==> src/rtl/dcp_pkg.sv <==
package dcp_pkg;

  typedef enum logic {
    SRC_INT = 1'b0,
    SRC_EXT = 1'b1
  } cap_src_e;

endpackage

==> src/rtl/dcp_trig_sync.sv <==
module dcp_trig_sync #(
  parameter int STAGES = 2
) (
  input  logic clk_i,
  input  logic rst_ni,
  input  logic trig_ni,
  output logic fall_o
);

  logic [STAGES-1:0] sync_q;
  logic              last_q;

  always_ff @(posedge clk_i or negedge rst_ni) begin
    if (!rst_ni) begin
      sync_q <= '1;
      last_q <= 1'b1;
    end else begin
      sync_q <= {sync_q[STAGES-2:0], trig_ni};
      last_q <= sync_q[STAGES-1];
    end
  end

  // single-cycle pulse on the synchronized high-to-low transition
  assign fall_o = last_q & ~sync_q[STAGES-1];

endmodule

==> src/rtl/dcp_tick_gen.sv <==
module dcp_tick_gen #(
  parameter int DIV = 16
) (
  input  logic clk_i,
  input  logic rst_ni,
  output logic tick_o
);

  localparam int CW = (DIV > 1) ? $clog2(DIV) : 1;

  logic [CW-1:0] cnt_q;

  assign tick_o = (cnt_q == CW'(DIV - 1));

  always_ff @(posedge clk_i or negedge rst_ni) begin
    if (!rst_ni)     cnt_q <= '0;
    else if (tick_o) cnt_q <= '0;
    else             cnt_q <= cnt_q + 1'b1;
  end

endmodule

==> src/rtl/dcp_marker_ctl.sv <==
module dcp_marker_ctl #(
  parameter int W     = 16,
  parameter int GAP   = 2,
  parameter int BLANK = 4
) (
  input  logic         clk_i,
  input  logic         rst_ni,
  input  logic         cap_i,
  input  logic [W-1:0] din_i,
  input  logic         rd_i,
  input  logic         switch_i,
  output logic [W-1:0] data_o,
  output logic         dav_o
);

  localparam int GW = $clog2(GAP + 1);
  localparam int BW = $clog2(BLANK + 1);

  logic [W-1:0]  data_q, shadow_q;
  logic          dav_q, pend_q, rd_q;
  logic [GW-1:0] gap_q;
  logic [BW-1:0] blank_q;
  logic          blank, rd_end;

  assign blank  = switch_i | (blank_q != '0);
  assign rd_end = rd_q & ~rd_i;

  always_ff @(posedge clk_i or negedge rst_ni) begin
    if (!rst_ni) begin
      data_q   <= '0;
      shadow_q <= '0;
      dav_q    <= 1'b0;
      pend_q   <= 1'b0;
      rd_q     <= 1'b0;
      gap_q    <= '0;
      blank_q  <= '0;
    end else begin
      rd_q <= rd_i;
      if (switch_i)           blank_q <= BW'(BLANK - 1);
      else if (blank_q != '0) blank_q <= blank_q - 1'b1;

      if (blank) begin
        // source change: marker wiped, in-flight captures dropped
        dav_q  <= 1'b0;
        pend_q <= 1'b0;
        gap_q  <= '0;
      end else if (rd_i) begin
        if (cap_i) begin
          pend_q   <= 1'b1;
          shadow_q <= din_i;
        end
      end else if (rd_end) begin
        dav_q  <= 1'b0;
        pend_q <= 1'b0;
        if (cap_i || pend_q) begin
          data_q <= cap_i ? din_i : shadow_q;
          gap_q  <= GW'(GAP);
        end
      end else if (gap_q != '0) begin
        gap_q <= gap_q - 1'b1;
        if (cap_i)              data_q <= din_i;
        if (gap_q == GW'(1))    dav_q  <= 1'b1;
      end else if (cap_i) begin
        data_q <= din_i;
        dav_q  <= 1'b1;
      end
    end
  end

  assign data_o = data_q;
  assign dav_o  = dav_q;

endmodule

==> src/rtl/dav_capture_port.sv <==
module dav_capture_port
  import dcp_pkg::*;
#(
  parameter int NUM_CH       = 16,
  parameter int TICK_DIV     = 16,
  parameter int SYNC_STAGES  = 2,
  parameter int GAP_CYCLES   = 2,
  parameter int BLANK_CYCLES = 4
) (
  input  logic              clk_i,
  input  logic              rst_ni,
  input  logic [NUM_CH-1:0] din_i,
  input  logic              xtrig_ni,
  input  logic              src_ext_i,
  input  logic              irq_en_i,
  input  logic              rd_i,
  output logic [NUM_CH-1:0] data_o,
  output logic              dav_o,
  output logic              irq_o
);

  cap_src_e src_sel, src_q;
  logic     ext_fall, int_tick, cap, sw_edge;

  assign src_sel = cap_src_e'(src_ext_i);

  always_ff @(posedge clk_i or negedge rst_ni) begin
    if (!rst_ni) src_q <= SRC_INT;
    else         src_q <= src_sel;
  end

  assign sw_edge = (src_sel == SRC_EXT) && (src_q == SRC_INT);

  dcp_trig_sync #(.STAGES(SYNC_STAGES)) i_trig_sync (
    .clk_i  (clk_i),
    .rst_ni (rst_ni),
    .trig_ni(xtrig_ni),
    .fall_o (ext_fall)
  );

  dcp_tick_gen #(.DIV(TICK_DIV)) i_tick_gen (
    .clk_i (clk_i),
    .rst_ni(rst_ni),
    .tick_o(int_tick)
  );

  assign cap = (src_sel == SRC_EXT) ? ext_fall : int_tick;

  dcp_marker_ctl #(
    .W    (NUM_CH),
    .GAP  (GAP_CYCLES),
    .BLANK(BLANK_CYCLES)
  ) i_marker_ctl (
    .clk_i   (clk_i),
    .rst_ni  (rst_ni),
    .cap_i   (cap),
    .din_i   (din_i),
    .rd_i    (rd_i),
    .switch_i(sw_edge),
    .data_o  (data_o),
    .dav_o   (dav_o)
  );

  assign irq_o = irq_en_i & dav_o;

endmodule

==> config.mk <==
export PLATFORM = sky130hd
export DESIGN_NAME = dav_capture_port
export DESIGN_NICKNAME = d
export VERILOG_FILES = /design/src/rtl/dcp_pkg.sv /design/src/rtl/dcp_trig_sync.sv /design/src/rtl/dcp_tick_gen.sv /design/src/rtl/dcp_marker_ctl.sv /design/src/rtl/dav_capture_port.sv
export SDC_FILE = /design/constraint.sdc
export NUM_CORES = 1
export LEC_CHECK = 0
export BUFFER_PORTS_ARGS = -buffer_cell sky130_fd_sc_hd__buf_2
export CAP_MARGIN = 10
export CORE_ASPECT_RATIO = 0.7
export CORE_MARGIN = 2
export CORE_UTILIZATION = 57
export CTS_BUF_LIST = sky130_fd_sc_hd__clkbuf_8
export CTS_CLUSTER_SIZE = 24
export DETAILED_ROUTE_END_ITERATION = 16
export GPL_ROUTABILITY_DRIVEN = 0
export HOLD_SLACK_MARGIN = 0.06
export PLACE_DENSITY = 0.93
export SYNTH_ARGS = -nofsm -noshare
export SYNTH_HDL_FRONTEND = slang
export SYNTH_HIERARCHICAL = 1
export SYNTH_SLANG_ARGS = --single-unit
==> constraint.sdc <==
create_clock -name clk_i -period 3.3 [get_ports clk_i]
set_clock_uncertainty 0.05 [all_clocks]
set_input_delay 0.165 -clock clk_i [delete_from_list [all_inputs] [get_ports clk_i]]
set_output_delay 0.165 -clock clk_i [all_outputs]
set_load 0.01 [all_outputs]
; ---- Word-level counts from Yosys, hierarchy flattened
; Index checks and enable logic that the tools add are counted.
[totals]
elab_cells = 65
reg_bits = 48
[op_classes]
n_reduce_logical = 14
n_eq_ne = 7
n_addsub = 3
muxes = 22
n_bitwise = 8
[op_table]
columns = op, count
row1 = two-way mux 16 bit, 4
row2 = two-way mux 1 bit, 10
row3 = two-way mux 2 bit, 5
row4 = nonzero test 3 bit, 3
row5 = two-way mux 3 bit, 2
row6 = AND reduction 3 bit, 2
row7 = nonzero test 2 bit, 3
row8 = "adder 4 x 1 -> 4 bit, second input constant", 1
row9 = "== test 4 bit, second input constant", 1
row10 = two-way mux 4 bit, 1
row11 = "!= test 4 x 2 -> 1 bit, second input constant", 1
row12 = NOT 1 bit, 4
row13 = AND reduction 2 bit, 2
row14 = AND reduction 4 bit, 1
row15 = nonzero test 4 bit, 1
row16 = bitwise AND 1 bit, 3
row17 = "!= test 3 x 1 -> 1 bit, second input constant", 1
row18 = "!= test 3 x 2 -> 1 bit, second input constant", 1
row19 = "subtractor 3 x 1 -> 3 bit, second input constant", 1
row20 = "== test 2 x 1 -> 1 bit, second input constant", 1
row21 = "!= test 2 x 1 -> 1 bit, second input constant", 1
row22 = "!= test 2 bit, second input constant", 1
row23 = "subtractor 2 x 1 -> 2 bit, second input constant", 1
row24 = logical AND 1 bit, 1
row25 = other kinds (2), 2

; ---- Longest topological paths before layout
[logic_depth]
word_depth = 8
depth_mapped = 7

; ---- Cells and area by module
; The synthesis kept the hierarchy.
[modules_own_cells]
columns = mod, cells_per_inst, instances, area_per_inst_um2
row1 = dcp_marker_ctl, 134, 1, 1860.5
row2 = dcp_tick_gen, 13, 1, 168.9
row3 = dcp_trig_sync, 4, 1, 92.6
row4 = dav_capture_port, 4, 1, 52.6

; ---- Least setup slack after synthesis
; OpenSTA, ideal clock, no wires.
[synth_timing]
kind = register to register
start = register i_tick_gen.cnt_q[0]
end = register i_marker_ctl.data_q[0] (netlist: i_marker_ctl/data_o[0])
required_time_ps = 3125
period_less_slack_ps = 2470
arrival_ps = 2295
path_stages_with_launch = 8
slack_ps = 830
cell_sequence = dfrtp_1 -> ha_1 -> and3_2 -> mux2_4 -> nor3b_2 -> buf_4 -> mux2_2 -> mux2_2
[synth_between]
elab_chain_cells = 5
word_cells_on_any_way = 9
classes_between = 2 x eq/ne / 4 x mux / 3 x reduce/logical
[synth_lines]
columns = element, line
row1 = "start, declared", dcp_tick_gen.sv:11  ; logic [CW-1:0] cnt_q;
row2 = "start signal, assigned", dcp_tick_gen.sv:18  ; else cnt_q <= cnt_q + 1'b1;
row3 = == test 4 bit (*), dcp_tick_gen.sv:13  ; assign tick_o = (cnt_q == CW'(DIV - 1));
row4 = net int_tick, dav_capture_port.sv:23  ; logic ext_fall, int_tick, cap, sw_edge;
row5 = two-way mux 1 bit (*), dav_capture_port.sv:47  ; assign cap = (src_sel == SRC_EXT) ? ext_fall : int_tick;
row6 = net cap, dav_capture_port.sv:23
row7 = logical OR 1 bit or two-way mux 16 bit (tied branches), --
row8 = != test 2 bit (no source line) or two-way mux 16 bit (tied branches), --
row9 = AND reduction 4 bit (no source line) or two-way mux 16 bit (tied branches), --
row10 = "end signal, assigned", dcp_marker_ctl.sv:56  ; data_q <= cap_i ? din_i : shadow_q;
row11 = "end signal, assigned", dcp_marker_ctl.sv:61  ; if (cap_i) data_q <= din_i;
row12 = "end signal, assigned", dcp_marker_ctl.sv:64  ; data_q <= din_i;
row13 = "end, declared", dcp_marker_ctl.sv:19  ; logic [W-1:0] data_q, shadow_q;
; The timed path passes the listed nets; every way through them passes the cells marked *. The select of a mux whose other input is x is not followed.
; A chain may end at the register's enable or synchronous reset.

; ---- Worst setup path after layout
; Same ends and word-level chain as after synthesis.

==> impl_metrics.yaml <==
run_status:
  run_status: "complete, no violations"
cts:
  insertion_delay_ns: 0.29
  cts_htree_levels: 2
  cts.repair.resized: 0
  cts_post_setup_buffers_inserted: 0
  clockRootBuffer: "sky130_fd_sc_hd__clkbuf_8"
  cts-buffers-inserted: 5
  cts_max_path_buffers: 2
  path_clk_slew_ns: 0.09
  cts_hold_buf: 7
  cts_tree: "yes"
  cts_num_sinks: 48
cells_and_area:
  finish.utilization: 0.719
  layout-drive-gt1-share: 0.515
  flow.area_growth_from_synthesis_pct: 18.5
  finish.net_count: 232
  insertedDiodeCount: 0
sta:
  maxClockFrequency_mhz: 367
  slew_headroom: 0.315
  final_critical_path_setup_slack_ns: 0.574
  setup-tns-final_ns: 0
  layout_worst_path_cycle_share: 0.826
  period_minus_slack_ns: 2.73
  hold_viol: 0
  tightestPinTransition_ns: 1.03
  slew_viols_final: 0
  worst_hold_slack_ns: 0.0700
  final_setup_vio_count: 0
  rsz0062_at_grt: "false"
pwr:
  peakVddDrop_mv: 0.412
  total_leakage_power_nw: 1.30
  pwr_density_cell_nw_per_um2: 688
die:
  top_level_ports: 40
  initial_core_util: 0.607
  die_area_um2: 4330
  fp.coreArea_um2: 3580
  die_w_um: 77.8
  rows: 18
  y_dimension_of_the_die_um: 55.7
synth:
  synth.yosys.warnings: 6
  yosys-top-cells-area: "sky130_fd_sc_hd__dfrtp_1, sky130_fd_sc_hd__mux2_2, sky130_fd_sc_hd__dfstp_2, sky130_fd_sc_hd__ha_1, sky130_fd_sc_hd__nor2_1"
  synth.net_count: 182
  ys_ff_latch: 48
  yosysTopAreaCell: "sky130_fd_sc_hd__dfrtp_1"
  post_synth.cell_area_avg_um2: 14.0
  synth_sequential_area_ratio: 0.554
  mappedNetlistArea_um2: 2170
  synthDistinctLibCells: 35
  ys_top_cells_by_count: "sky130_fd_sc_hd__mux2_2, sky130_fd_sc_hd__dfrtp_1, sky130_fd_sc_hd__nor2_1"
  synth_edf_count: 0
  primary_flip_flop_cell_chosen_by_synthesis_mapping: "sky130_fd_sc_hd__dfrtp_1"
  asyncSetResetFlopFracSynth: 1.00
  synth_top_cell_area_share: 0.518
  number_of_instances_in_the_synthesized_netlist: 155
  yosys.cell_count.top_type: "sky130_fd_sc_hd__mux2_2"
routing:
  vias_per_cell: 5.36
  via_count: 1373
  drtIter0Drc: 100
  route.detailed.drc: 0
  route.antenna.remaining_nets: 0
  route.detailed.wl_per_inst_um: 15.8
  drt_first_pass_iters: 4
  totalWireLength_um: 4050
grt:
  grt_antenna_before_repair: 0
  pin_count_of_the_biggest_net_entering_global_routing: 49
  grt_overflow: 0
  number_of_global_route_vias_before_repair: 1537
  first_pass_grt_wire_length_um: 7020
  grt.total_usage: 0.208
worst_setup_path:
  crit_slowest_cell: "sky130_fd_sc_hd__nor3b_2"
  worst_setup_path_start_kind: "flop"
  worst_r2r_path_depth: 7
  data_required_time_at_the_worst_endpoint_ns: 3.43
  critical_path.cell_chain: "ha_1 > and3_2 > mux2_4 > nor3b_2 > buf_4 > mux2_2 > mux2_2"
  critical-path-max-stage-delay_ns: 0.47
  critical_path.endpoint_type: "flop"
  worstPathArrival_ns: 2.86
  worstPathMaxFanout: 11
  path_common_cell: "sky130_fd_sc_hd__mux2_2"
  worstSetupPathType: "reg2reg"
placed_design:
  pre_cts_slack_ns: 0.582
  detailedPlacementHpwl_um: 2840
  io_buffer_count: 39
min_path:
  min_path_cells: 2
  hold_class: "in2reg"
flow_run:
  max-cap-violations: 0
==> state kept, by name, indices dropped and copies added (netlist names) <==
signal,cells
i_marker_ctl/pend_q,1
i_tick_gen/cnt_q,4
i_marker_ctl/rd_q,1
i_marker_ctl/shadow_q,16
i_marker_ctl/dav_o,1
i_marker_ctl/data_o,16
i_trig_sync/sync_q,2
src_q,1
i_trig_sync/last_q,1
i_marker_ctl/gap_q,2
i_marker_ctl/blank_q,3
==> report_power, final <==
| group | leakage [nW] | internal [W] | switching (W) |
|---|---|---|---|
| registers | 0.627 | 0.000798 | 0.000107 |
| logic | 0.623 | 0.000294 | 0.000221 |
| clock network | 0.0486 | 0.000167 | 0.000183 |
==> area by class of cell <==
class | instances | area, µm²
well taps | 50 | 62.6
clock buffers | 6 | 82.6
fillers | 236 | 1000
multi-input cells | 96 | 910
flip-flops and latches | 48 | 1200
repair buffers | 48 | 283
inverters | 6 | 22.5
clock inverters | 2 | 11.3
==> per-layer routing <==
layer	vias up	routed length (µm)	global-route usage
li1	648	-	-
met1	679	1650	0.252
met2	39	2170	0.358
met3	7	161	0.0390
met4	0	70	0.0995
met5	-	0	0
==> placed cells by master, fill, tap and decap left out, types with 2 or more instances in the layout <==
| master | n |
|---|---|
| sky130_fd_sc_hd__mux2_2 | 48 |
| sky130_fd_sc_hd__dfrtp_1 | 45 |
| sky130_fd_sc_hd__buf_2 | 39 |
| sky130_fd_sc_hd__dlygate4sd3_1 | 8 |
| sky130_fd_sc_hd__inv_1 | 7 |
| sky130_fd_sc_hd__nor2_1 | 7 |
| sky130_fd_sc_hd__clkbuf_8 | 6 |
| sky130_fd_sc_hd__ha_1 | 5 |
| sky130_fd_sc_hd__nor2b_1 | 3 |
| sky130_fd_sc_hd__o21ai_0 | 3 |
| sky130_fd_sc_hd__a21oi_1 | 3 |
| sky130_fd_sc_hd__dfstp_2 | 3 |
| sky130_fd_sc_hd__and2_1 | 2 |
| sky130_fd_sc_hd__nand2_1 | 2 |
| sky130_fd_sc_hd__nor3b_1 | 2 |
| sky130_fd_sc_hd__and3_1 | 2 |
==> final timing paths <==
| path | from | end | slack (ns) |
|---|---|---|---|
| worst min register to register | i_trig_sync/sync_q[0] | i_trig_sync/sync_q[1] | 0.31 |
| worst min-delay path | din_i[0] | i_marker_ctl/shadow_q[0] | 0.07 |
| min in group asynchronous | rst_ni | i_tick_gen/cnt_q[0] | 0.53 |
| worst max-delay path | i_tick_gen/cnt_q[0] | i_marker_ctl/data_o[0] | 0.57 |
| max in group asynchronous | rst_ni | i_marker_ctl/data_o[12] | 2.03 |
| worst max register to register | i_tick_gen/cnt_q[0] | i_marker_ctl/data_o[0] | 0.57 |
==> logic make-up (layout without fill, tap and decap cells) <==
| group | count (synthesis) | after routing | share of synthesized area |
|---|---|---|---|
| adders and majority gates | 5 | 5 | 0.0288 |
| buffers and inverters | 11 | 62 | 0.0276 |
| muxes | 50 | 50 | 0.260 |
| and+or+nand+nor | 28 | 28 | 0.0869 |
| DFF | 48 | 48 | 0.554 |
| xor gates and xnor gates | 2 | 2 | 0.00806 |
| AOI/OAI and AO/OA | 11 | 11 | 0.0345 |
==> metrics by stage <==
| step | total power (W) | std cells | area (µm²) |
|---|---|---|---|
| 6_report | 0.00177 | 256 | 2580 |
| 5_1_grt | 0.00189 | 256 | 2580 |
| 4_1_cts | 0.00179 | 255 | 2570 |
| 3_5_place_dp | 0.00143 | 240 | 2400 |
| 3_3_place_gp | 0.00138 | 240 | 2400 |
| 2_1_floorplan | 0.00123 | 155 | 2170 |
==> critical path: cells and delay by family (launching register included) <==
| kind | cells | cell delay (ns) |
|---|---|---|
| mux | 3 | 0.92 |
| simple gates | 2 | 0.66 |
| flops | 1 | 0.42 |
| buf+inv | 1 | 0.30 |
| fa+ha+maj | 1 | 0.25 |
Power figures use the tool's default switching activity.
